`config.mk`:
```
export PLATFORM = sky130hd
export DESIGN_NAME = afsr_fault_status
export DESIGN_NICKNAME = d
export VERILOG_FILES = /design/src/rtl/afsr_pkg.sv /design/src/rtl/afsr_ctrl.sv /design/src/rtl/afsr_datapath.sv /design/src/rtl/afsr_fault_status.sv
export SDC_FILE = /design/constraint.sdc
export NUM_CORES = 1
export LEC_CHECK = 0
export ABC_AREA = 1
export BUFFER_PORTS_ARGS = -buffer_cell sky130_fd_sc_hd__buf_2
export CAP_MARGIN = 20
export CORE_MARGIN = 3
export CORE_UTILIZATION = 36
export DETAILED_ROUTE_END_ITERATION = 6
export PLACE_DENSITY = 0.82
export SLEW_MARGIN = 15
export SYNTH_ARGS = -nofsm -noshare
export SYNTH_HDL_FRONTEND = slang
export SYNTH_HIERARCHICAL = 1
export SYNTH_SLANG_ARGS = --single-unit
```
`constraint.sdc`:
```
create_clock -name clk -period 1.9 [get_ports clk]
set_clock_uncertainty 0.15 [all_clocks]
set_input_delay 0.19 -clock clk [delete_from_list [all_inputs] [get_ports clk]]
set_output_delay 0.19 -clock clk [all_outputs]
set_load 0.01 [all_outputs]
```
`src/rtl/afsr_pkg.sv`:
```
package afsr_pkg;
  localparam int RegWidth  = 64;
  localparam int ErrCount  = 19;
  localparam int StickyLsb = 33;
  localparam int PrivBit   = 52;
  localparam int MeBit     = 53;

  typedef enum logic [1:0] {
    CLS_HW     = 2'b00,
    CLS_SW     = 2'b01,
    CLS_UE     = 2'b10,
    CLS_UE_ALT = 2'b11
  } errClass_e;

  typedef struct packed {
    logic setMe;
    logic capPriv;
    logic privVal;
  } ctrlStrobe_t;
endpackage

```
`src/rtl/afsr_ctrl.sv`:
```
module afsr_ctrl
  import afsr_pkg::*;
#(
  parameter int ERR_COUNT = ErrCount,
  localparam int ClsWidth = 2 * ERR_COUNT
) (
  input  logic                 clk,
  input  logic                 rstN,
  input  logic [ERR_COUNT-1:0] errStrobe,
  input  logic [ClsWidth-1:0]  errClass,
  input  logic                 privLevel,
  input  logic                 beatValid,
  input  logic                 beatFirst,
  input  logic [ERR_COUNT-1:0] stickyQ,
  output logic [ERR_COUNT-1:0] acceptMask,
  output ctrlStrobe_t          strobes
);
  logic                 burstHitQ;
  logic                 dropNow;
  logic [ERR_COUNT-1:0] repeatLane;

  // Later subunits of a transaction that has already logged an error are dropped.
  assign dropNow    = beatValid & ~beatFirst & burstHitQ;
  assign acceptMask = dropNow ? '0 : errStrobe;

  for (genvar i = 0; i < ERR_COUNT; i++) begin : gLane
    errClass_e laneCls;
    assign laneCls       = errClass_e'(errClass[2*i +: 2]);
    assign repeatLane[i] = acceptMask[i] & stickyQ[i] & (laneCls != CLS_HW);
  end

  always_comb begin
    strobes.setMe   = |repeatLane;
    strobes.capPriv = |acceptMask;
    strobes.privVal = privLevel;
  end

  always_ff @(posedge clk) begin
    if (!rstN) begin
      burstHitQ <= 1'b0;
    end else if (beatValid) begin
      burstHitQ <= (beatFirst ? 1'b0 : burstHitQ) | (|errStrobe);
    end
  end

  AST_BURST_DROP: assert property (@(posedge clk) disable iff (!rstN)
    ($past(rstN) && $past(beatValid) && $past(|errStrobe) && beatValid && !beatFirst)
      |-> (acceptMask == '0));
endmodule

```
`src/rtl/afsr_datapath.sv`:
```
module afsr_datapath
  import afsr_pkg::*;
#(
  parameter int ERR_COUNT = ErrCount,
  parameter int REG_W     = RegWidth,
  parameter int LSB       = StickyLsb
) (
  input  logic                 clk,
  input  logic                 rstN,
  input  logic [ERR_COUNT-1:0] acceptMask,
  input  ctrlStrobe_t          strobes,
  input  logic                 wrEn,
  input  logic [REG_W-1:0]     wrData,
  output logic [ERR_COUNT-1:0] stickyQ,
  output logic [REG_W-1:0]     rdData,
  output logic                 errPending
);
  logic [ERR_COUNT-1:0] clearMask;
  logic                 clrMe;
  logic                 clrPriv;
  logic                 meQ;
  logic                 privQ;

  assign clearMask = wrEn ? wrData[LSB +: ERR_COUNT] : '0;
  assign clrMe     = wrEn & wrData[MeBit];
  assign clrPriv   = wrEn & wrData[PrivBit];

  always_ff @(posedge clk) begin
    if (!rstN) begin
      stickyQ <= '0;
      meQ     <= 1'b0;
      privQ   <= 1'b0;
    end else begin
      stickyQ <= (stickyQ & ~clearMask) | acceptMask;
      meQ     <= strobes.setMe | (meQ & ~clrMe);
      privQ   <= strobes.capPriv ? strobes.privVal : (privQ & ~clrPriv);
    end
  end

  always_comb begin
    rdData                   = '0;
    rdData[LSB +: ERR_COUNT] = stickyQ;
    rdData[PrivBit]          = privQ;
    rdData[MeBit]            = meQ;
  end

  assign errPending = |stickyQ;

  AST_STICKY_HOLD: assert property (@(posedge clk) disable iff (!rstN)
    $past(rstN) |-> (($past(stickyQ) & ~$past(clearMask) & ~stickyQ) == '0));
  AST_CLEAR_TAKES: assert property (@(posedge clk) disable iff (!rstN)
    $past(rstN) |-> (($past(clearMask) & ~$past(acceptMask) & stickyQ) == '0));
  AST_ME_NEEDS_EVENT: assert property (@(posedge clk) disable iff (!rstN)
    ($past(rstN) && !$past(meQ) && $past(acceptMask) == '0) |-> !meQ);
  AST_PRIV_CAPTURE: assert property (@(posedge clk) disable iff (!rstN)
    ($past(rstN) && $past(|acceptMask)) |-> (privQ == $past(strobes.privVal)));
endmodule

```
`src/rtl/afsr_fault_status.sv`:
```
module afsr_fault_status
  import afsr_pkg::*;
#(
  parameter int ERR_COUNT = ErrCount,
  parameter int REG_W     = RegWidth,
  localparam int ClsWidth = 2 * ERR_COUNT
) (
  input  logic                 clk,
  input  logic                 rstN,
  input  logic [ERR_COUNT-1:0] errStrobe,
  input  logic [ClsWidth-1:0]  errClass,
  input  logic                 privLevel,
  input  logic                 beatValid,
  input  logic                 beatFirst,
  input  logic                 wrEn,
  input  logic [REG_W-1:0]     wrData,
  output logic [REG_W-1:0]     rdData,
  output logic                 errPending
);
  logic [ERR_COUNT-1:0] acceptMask;
  logic [ERR_COUNT-1:0] stickyQ;
  ctrlStrobe_t          strobes;

  afsr_ctrl #(.ERR_COUNT(ERR_COUNT)) uCtrl (
    .clk(clk), .rstN(rstN), .errStrobe(errStrobe), .errClass(errClass),
    .privLevel(privLevel), .beatValid(beatValid), .beatFirst(beatFirst),
    .stickyQ(stickyQ), .acceptMask(acceptMask), .strobes(strobes)
  );

  afsr_datapath #(.ERR_COUNT(ERR_COUNT), .REG_W(REG_W), .LSB(StickyLsb)) uData (
    .clk(clk), .rstN(rstN), .acceptMask(acceptMask), .strobes(strobes),
    .wrEn(wrEn), .wrData(wrData), .stickyQ(stickyQ), .rdData(rdData),
    .errPending(errPending)
  );

  AST_PENDING_SETS: assert property (@(posedge clk) disable iff (!rstN)
    ($past(rstN) && $past(|acceptMask)) |-> errPending);
endmodule

```
==> impl_metrics.ini, run 1 <==
[synth]
synth_top_family_by_area = buffers and inverters
yosysTopAreaCell = buf_4
synth-xor-area-share = 0
syn-instance-count = 308
ys_seq_area_frac = 0.235
ys_types = 16
synth-seq-cells = 22
netlist_area_mm2 = 0.00188
synth_compound_area_frac = 0.0906
yosys.area_share.simple = 0.321
muxShareOfSynthArea = 0
synthTopCellsByArea = buf_4 (26%), dfxtp_1 (23%), nor2_1 (15%)
synth.top_cell.area_share = 0.260
yosys_warnings = 6
synth_fa_ha_area_frac = 0
post_synth.cell_area_avg_um2 = 6.10

[sta]
slew_violations = 0
hold_viol_final = 0
fin_hold_ws_ps = 68.5
period_needed_ps = 1740
fin_ws_ps = 163
finalSetupViolations = 0
fmax_mhz = 576
finalSetupTns_ps = 0
period_share = 0.914
rsz0062_at_grt = false

[detailed_routing]
vias = 1906
via_per_inst = 4.16
drt-wirelength-per-cell_um = 11.3
dr.pass1.iters = 4
drt-total-wl_um = 5160
drc_errors = 0
postRouteAntennaNets = 0
drt_iter0_drc = 54

[global_route]
grt_pass1_wl_um = 7300
antenna_found_initial = 0
grt_pass1_vias = 1621
grt_max_degree = 25
gr-total-overflow = 0
track_usage = 0.149

[finish]
finish.net_count = 519
diodes = 0
post-route-util = 0.452
drive_gt1_frac = 0.299
area_delta_synth_final_pct = 17.3
final_cell_mix = buf_2 (105), nor2_1 (76), nand2_1 (56)
fillers = 535
layout_commonest_cell = buf_2

[critical_path]
crit_fanout = 12
end_kind = flop
startpoint_type = flop
critical_path_required_ps = 1910
worstRegToRegCells = 9
worstSetupPathType = flop to flop
crit_arrival_ps = 1750

[clock_tree]
cts.sinks = 22
h-tree-depth = 1
ctsLongestPathBuffers = 2
clkTransAtPathRegs_ps = 90
clock_latency_ps = 270
tritoncts = yes
cts_resized = 0
clock-root-buffer = clkbuf_8
cts_buffers = 3

[placement]
post-place-ws_ps = 149
gp_congestion = 0.797
dp_hpwl_um = 4120
io_buffers = 105

[power_and_ir_drop]
ir_drop_mv = 0.495
p_leak_nw = 1.34
power.density_mw_per_mm2 = 609

[outcome]
status = finished, final reports clean

[floorplanning]
die_h_um = 78.2
num_rows = 25
start_util = 0.385
dieArea_mm2 = 0.00612
die_x_um = 78.2
io_pins = 192
core_area_mm2 = 0.00488

[flow_run]
cap_violations = 0

[hold_path]
hold_depth = 4
hold_class = primary input to flop
-- synthesized netlist by cell type --
cell type,number
nand3_4,1
nand4_1,2
buf_4,65
conb_1,1
dfxtp_1,22
a21oi_1,22
nand2_2,4
nand2_1,56
buf_6,4
nand3_1,6
o21ai_0,12
nor2_1,76
clkbuf_1,2
or2_1,2
nand3_2,1
inv_1,32
-- cell type report --
class	instances	area, µm²	share of cell area
Clock buffer	3	41.3	0.0187
Clock inverter	1	30.0	0.0136
Inverter	32	120	0.0545
Multi-Input combinational cell	226	945	0.429
Sequential cell	22	440	0.200
Tap cell	67	83.8	0.0380
Timing Repair Buffer	107	543	0.246
-- metrics by stage --
step                power [W]  std cells  cell area, µm²
floorplan            0.000850        350            2040
CTS                   0.00136        457            2190
detailed placement   0.000900        452            2110
global route          0.00143        458            2200
global placement     0.000892        452            2110
finish                0.00134        458            2200
-- repair_timing --
item,4_1_cts,5_1_grt
setup endpoints to repair,0,1
setup buffers,0,0
hold endpoints to repair,1,0
hold buffers,1,0
-- power by group --
| group | leakage (nW) | internal [W] | switching, W |
|---|---|---|---|
| logic | 1.12 | 0.000152 | 0.000209 |
| registers | 0.184 | 0.000497 | 0.0000342 |
| clock network | 0.0357 | 0.000282 | 0.000167 |
-- metal layers --
layer	vias to the layer above	part of all wire	routed length, µm	track usage
met2	84	0.50	2570	0.275
met3	4	0.074	384	0.0367
met5	-	0	0	0
li1	991	-	-	-
met1	827	0.42	2180	0.179
met4	0	0.0039	20	0.0175
-- kinds of logic (layout without fill, tap and decap cells) --
group                  Yosys count  after routing
AO/OA/AOI/OAI                   34             34
AND/OR/NAND/NOR                148            149
buffers and inverters          103            143
flip-flops                      22             22
other                            1             43
-- sequential cells by signal, summed over array words and instances (netlist names) --
register and count:
uCtrl/burstHitQ 1, uData/meQ 1, uData/privQ 1, uData/stickyQ 19
-- critical path, stage by stage, from the launching register on --
cell     delay (ps)
dfxtp_1         430
nand3_2         310
nand2_1         180
nor2_1           60
nand2_1          90
nand3_1          90
nor2_1           90
nand2_1          60
a21oi_1         110
nor2_1           50
-- worst paths after layout --
kind	start	end	slack, ps
min	wrData[53]	uData/meQ	70
max reg2reg	uCtrl/burstHitQ	uData/meQ	160
max	uCtrl/burstHitQ	uData/meQ	160
min reg2reg	uData/meQ	uData/meQ	340
No activity file was read; power rests on OpenSTA's default activity.
==> run 2, diff against run 1 <==
Clock period 1.9 ns to 1.6 ns, I/O delays scaled along.
==> run 2 against run 1 <==
  * Count of clock-buffer cells in the layout did not move
  * Global-route usage rose by 0.93 points
  * Fmax rose by 12%
  * Critical path depth rose by 1
  * Register-to-register slack got worse by 110 ps
  * Cell count rose by 0.22%
==> impl_metrics.ini, run 2 (synthesized netlist as in run 1, its figures left out) <==
[placement]
io_buffers = 105
gp_congestion = 0.807
placed_area_mm2 = 0.00215
dp_hpwl_um = 4160

[outcome]
status = finished, final reports clean

[global_route]
grt_pass1_vias = 1795
gr-total-overflow = 0
track_usage = 0.158
antenna_found_initial = 0
grt_max_degree = 22
grt_pass1_wl_um = 7750

[detailed_routing]
dr.pass1.iters = 4
drt_iter0_drc = 44
vias = 1895
via_per_inst = 4.13
drt-wirelength-per-cell_um = 11.0
drc_errors = 0
drt-total-wl_um = 5050
postRouteAntennaNets = 0

[finish]
finish.net_count = 521
largest_reg_flops = 19
diodes = 0
registers.top_by_ff_count = uData/stickyQ
area_delta_synth_final_pct = 17.8
post-route-util = 0.453
fillers = 531
fin_area_mm2 = 0.00221
final_cell_mix = buf_2 (105), nor2_1 (74), nand2_1 (55)
drive_gt1_frac = 0.311
layout_commonest_cell = buf_2

[critical_path]
regToRegEndpoint = uData/meQ
rr_startpoint = uCtrl/burstHitQ
crit_arrival_ps = 1540
critical_path_required_ps = 1600
r2r_slack_ps = 50
worstSetupPathType = flop to flop
startpoint_type = flop
worstRegToRegCells = 10
crit_fanout = 20
end_kind = flop

[clock_tree]
cts.sinks = 22
ctsLongestPathBuffers = 2
clock-root-buffer = clkbuf_8
h-tree-depth = 1
cts_buffers = 3
clock_latency_ps = 260
tritoncts = yes
post_cts_buffers = 0
clkTransAtPathRegs_ps = 80

[sta]
fmax_mhz = 647
slew_violations = 0
hold_viol_final = 0
finalSetupViolations = 0
period_share = 0.966
period_needed_ps = 1550
rsz0062_at_grt = true

[hold_path]
hold_end = uData/privQ
holdCritStartpoint = privLevel
hold_depth = 3
hold_class = primary input to flop

[floorplanning]
start_util = 0.385
io_pins = 192
die_x_um = 78.2
dieArea_mm2 = 0.00612
die_h_um = 78.2
num_rows = 25
core_area_mm2 = 0.00488

[power_and_ir_drop]
p_int_w = 0.000947
ir_drop_mv = 0.449
switching_share = 0.332
power_frac_comb = 0.311
pwr-share-clk = 0.245
power_frac_seq = 0.443
p_sw_w = 0.000471
power.density_mw_per_mm2 = 641
p_leak_nw = 1.35

[flow_run]
cap_violations = 0
run 2: timing repair:
item	in CTS	in global routing
hold endpoints to repair	1	0
pin swaps	0	4
resized for setup	1	4
endpoints found under the setup margin	1	2
hold buffers	1	0
run 2: final cells by class:
| class | instances | area (µm²) | share of cell area |
|---|---|---|---|
| Timing Repair Buffer | 110 | 578 | 0.261 |
| Sequential cell | 22 | 442 | 0.200 |
| Tap cell | 67 | 83.8 | 0.0379 |
| Clock buffer | 3 | 41.3 | 0.0187 |
| Inverter | 32 | 120 | 0.0543 |
| Multi-Input combinational cell | 225 | 947 | 0.428 |
run 2: power by group through the flow:
stage	Sequential (W)	Clock (W)	Combinational (W)
after detailed placement	0.000642	0	0.000434
after floorplan	0.000653	0	0.000356
after global routing	0.000637	0.000396	0.000501
after CTS	0.000629	0.000372	0.000438
final	0.000629	0.000348	0.000442
after global placement	0.000640	0	0.000428
run 2: critical path: stages, from the launching register on:
cell,delay (ps)
dfxtp_2,350
nand3_4,80
buf_12,170
nand2_1,80
nor2_1,40
nor2_1,120
nand2_1,80
nor2_2,120
nand2_1,70
a21oi_1,110
nor2_1,50
run 2: per-stage QoR:
step	setup TNS [ps]	hold WS, ps	worst slack [ps]	instances	total power [W]
after detailed placement	0	254	13.3	455	0.00108
after global routing	-44.6	11.1	-44.6	459	0.00153
after CTS	0	9.59	30.6	459	0.00144
after global placement	0	248	26.7	455	0.00107
final	0	15.3	54.7	459	0.00142
after floorplan	0	119	216	350	0.00101
run 2: worst max-delay path by stage:
stage	from	endpoint	slack, ps	cells past startpoint
final	uCtrl/burstHitQ	uData/meQ	50	10
after CTS	uCtrl/burstHitQ	uData/meQ	30	10
after global routing	uCtrl/burstHitQ	uData/meQ	-40	10
after floorplan	uCtrl/burstHitQ	uData/meQ	220	10
after detailed placement	uCtrl/burstHitQ	uData/meQ	10	10
after global placement	beatFirst	uData/meQ	30	12
run 2: routing by layer:
metal / vias to the layer above / routed length, µm / share of wire / global-route usage
met5: - / 0 / 0 / 0
met4: 0 / 39 / 0.0077 / 0.0297
met3: 4 / 419 / 0.083 / 0.0378
met2: 84 / 2490 / 0.49 / 0.292
met1: 812 / 2110 / 0.42 / 0.187
li1: 995 / - / - / -
==> run 3, diff against run 2 <==
==> constraint.sdc (replaced) <==
create_clock -name clk -period 1.6 [get_ports clk]
set_clock_uncertainty 0.15 [all_clocks]
set_input_delay 0.48 -clock clk [delete_from_list [all_inputs] [get_ports clk]]
set_output_delay 0.48 -clock clk [all_outputs]
set_load 0.01 [all_outputs]
==> run 3 against run 2 <==
  * The run now ends with setup timing left
  * Fmax is 14% lower
  * Critical path depth is 6 lower
  * Largest cell class unchanged
  * Clock power is 53% higher
  * Critical path type is now flop to output port
  * Worst setup slack worse by 250 ps
==> impl_metrics.ini, run 3 (synthesized netlist as in run 1, its figures left out) <==
[finish]
area_delta_synth_final_pct = 23.3
stdcell_count = 470
layout_commonest_cell = buf_2
diodes = 0
finish.net_count = 531
largest_reg_flops = 19
fillers = 534
post-route-util = 0.474
registers.top_by_ff_count = uData/stickyQ
final_cell_mix = buf_2 (105), nor2_1 (73), nand2_1 (56)
drive_gt1_frac = 0.345

[sta]
fin_hold_ws_ps = 283
fmax_mhz = 557
period_share = 1.12
finalSetupViolations = 1
period_needed_ps = 1800
rsz0062_at_grt = true
hold_viol_final = 0
fin_ws_ps = -196
slew_violations = 0

[critical_path]
end_kind = output port
crit_arrival_ps = 1170
startpoint_type = flop
max_stage_delay_ps = 320
worstPathCellList = or2_1 > nor2_2 > nand3_1 > buf_2
worstRegToRegCells = 10
worstSetupPathType = flop to output port
cp_slowest_cell = dfxtp_2
crit_fanout = 2
critical_path_required_ps = 970

[detailed_routing]
drt_iter0_drc = 42
drt-wirelength-per-cell_um = 10.9
drc_errors = 0
dr.pass1.iters = 4
vias = 1969
postRouteAntennaNets = 0
drt-total-wl_um = 5110
via_per_inst = 4.19

[global_route]
grt_pass1_wl_um = 7730
grt_max_degree = 22
gr-total-overflow = 0
grt_pass1_vias = 1715
antenna_found_initial = 0
track_usage = 0.159

[clock_tree]
clkTransAtPathRegs_ps = 90
clock_latency_ps = 270
tritoncts = yes
cts_hold_buffers = 0
ctsLongestPathBuffers = 2
clock-root-buffer = clkbuf_8
cts.sinks = 22
cts_buffers = 3
h-tree-depth = 1

[power_and_ir_drop]
power.density_mw_per_mm2 = 702
ir_drop_mv = 0.330
p_leak_nw = 1.41

[placement]
dp_cells = 464
post-place-ws_ps = -303
gp_congestion = 0.798
io_buffers = 105
dp_hpwl_um = 4280

[floorplanning]
dieArea_mm2 = 0.00612
num_rows = 25
die_h_um = 78.2
start_util = 0.385
core_area_mm2 = 0.00488
io_pins = 192
die_x_um = 78.2

[hold_path]
hold_depth = 3
hold_class = primary input to flop

[outcome]
violations = setup timing
status = finished, violations left

[flow_run]
cap_violations = 0
-- run 3: cell count changes in the layout (fill, tap and decap cells not counted), sizes merged --
cell,change
buf,+11
dlygate4sd3,-1
bufinv,+1
-- run 3: cell type report --
cell class | instances | area [µm²] | share of cell area
Clock inverter | 1 | 30.0 | 0.0130
Timing Repair Buffer | 120 | 651 | 0.281
Sequential cell | 22 | 447 | 0.193
Clock buffer | 3 | 41.3 | 0.0178
Multi-Input combinational cell | 225 | 942 | 0.407
Tap cell | 67 | 83.8 | 0.0362
Inverter | 32 | 120 | 0.0519
-- run 3: what timing repair did --
| action | CTS | global route |
|---|---|---|
| setup buffers | 2 | 0 |
| endpoints found under the setup margin | 2 | 2 |
| gates resized for setup | 6 | 3 |
| pin swaps | 1 | 4 |
-- run 3: layer usage --
layer	GRT usage	part of all wire	vias to the layer above
li1	-	-	1018
met1	0.199	0.40	863
met2	0.283	0.50	86
met3	0.0287	0.094	2
met4	0.0367	0.0045	0
met5	0	0	-
-- run 3: report_power, final --
part	switching (W)	internal [W]	total, W
clock	0.000197	0.000334	0.000531
combinational	0.000260	0.000207	0.000466
sequential	0.0000362	0.000592	0.000628
total	0.000492	0.00113	0.00163
-- run 3: path summary, 6_finish.rpt --
check                                  startpoint  slack [ps]               to
worst min-delay path                         rstN         280  uCtrl/burstHitQ
worst min register to register          uData/meQ         340        uData/meQ
worst max-delay path            uData/stickyQ[15]        -200       errPending
worst max register to register    uCtrl/burstHitQ          60        uData/meQ
-- run 3: worst max-delay path: cells and delay by family, from the launching register on --
| family | cells | cell delay (ps) |
|---|---|---|
| buffers and inverters | 1 | 140 |
| flip-flops | 1 | 320 |
| AND/OR/NAND/NOR | 3 | 430 |
-- run 3: through the flow --
stage	setup TNS [ps]	power (W)	instance area [µm²]
2_1_floorplan	0	0.00101	2040
3_3_place_gp	-311	0.00108	2210
3_5_place_dp	-336	0.00110	2210
4_1_cts	-189	0.00164	2310
5_1_grt	-326	0.00174	2310
6_report	-196	0.00163	2310
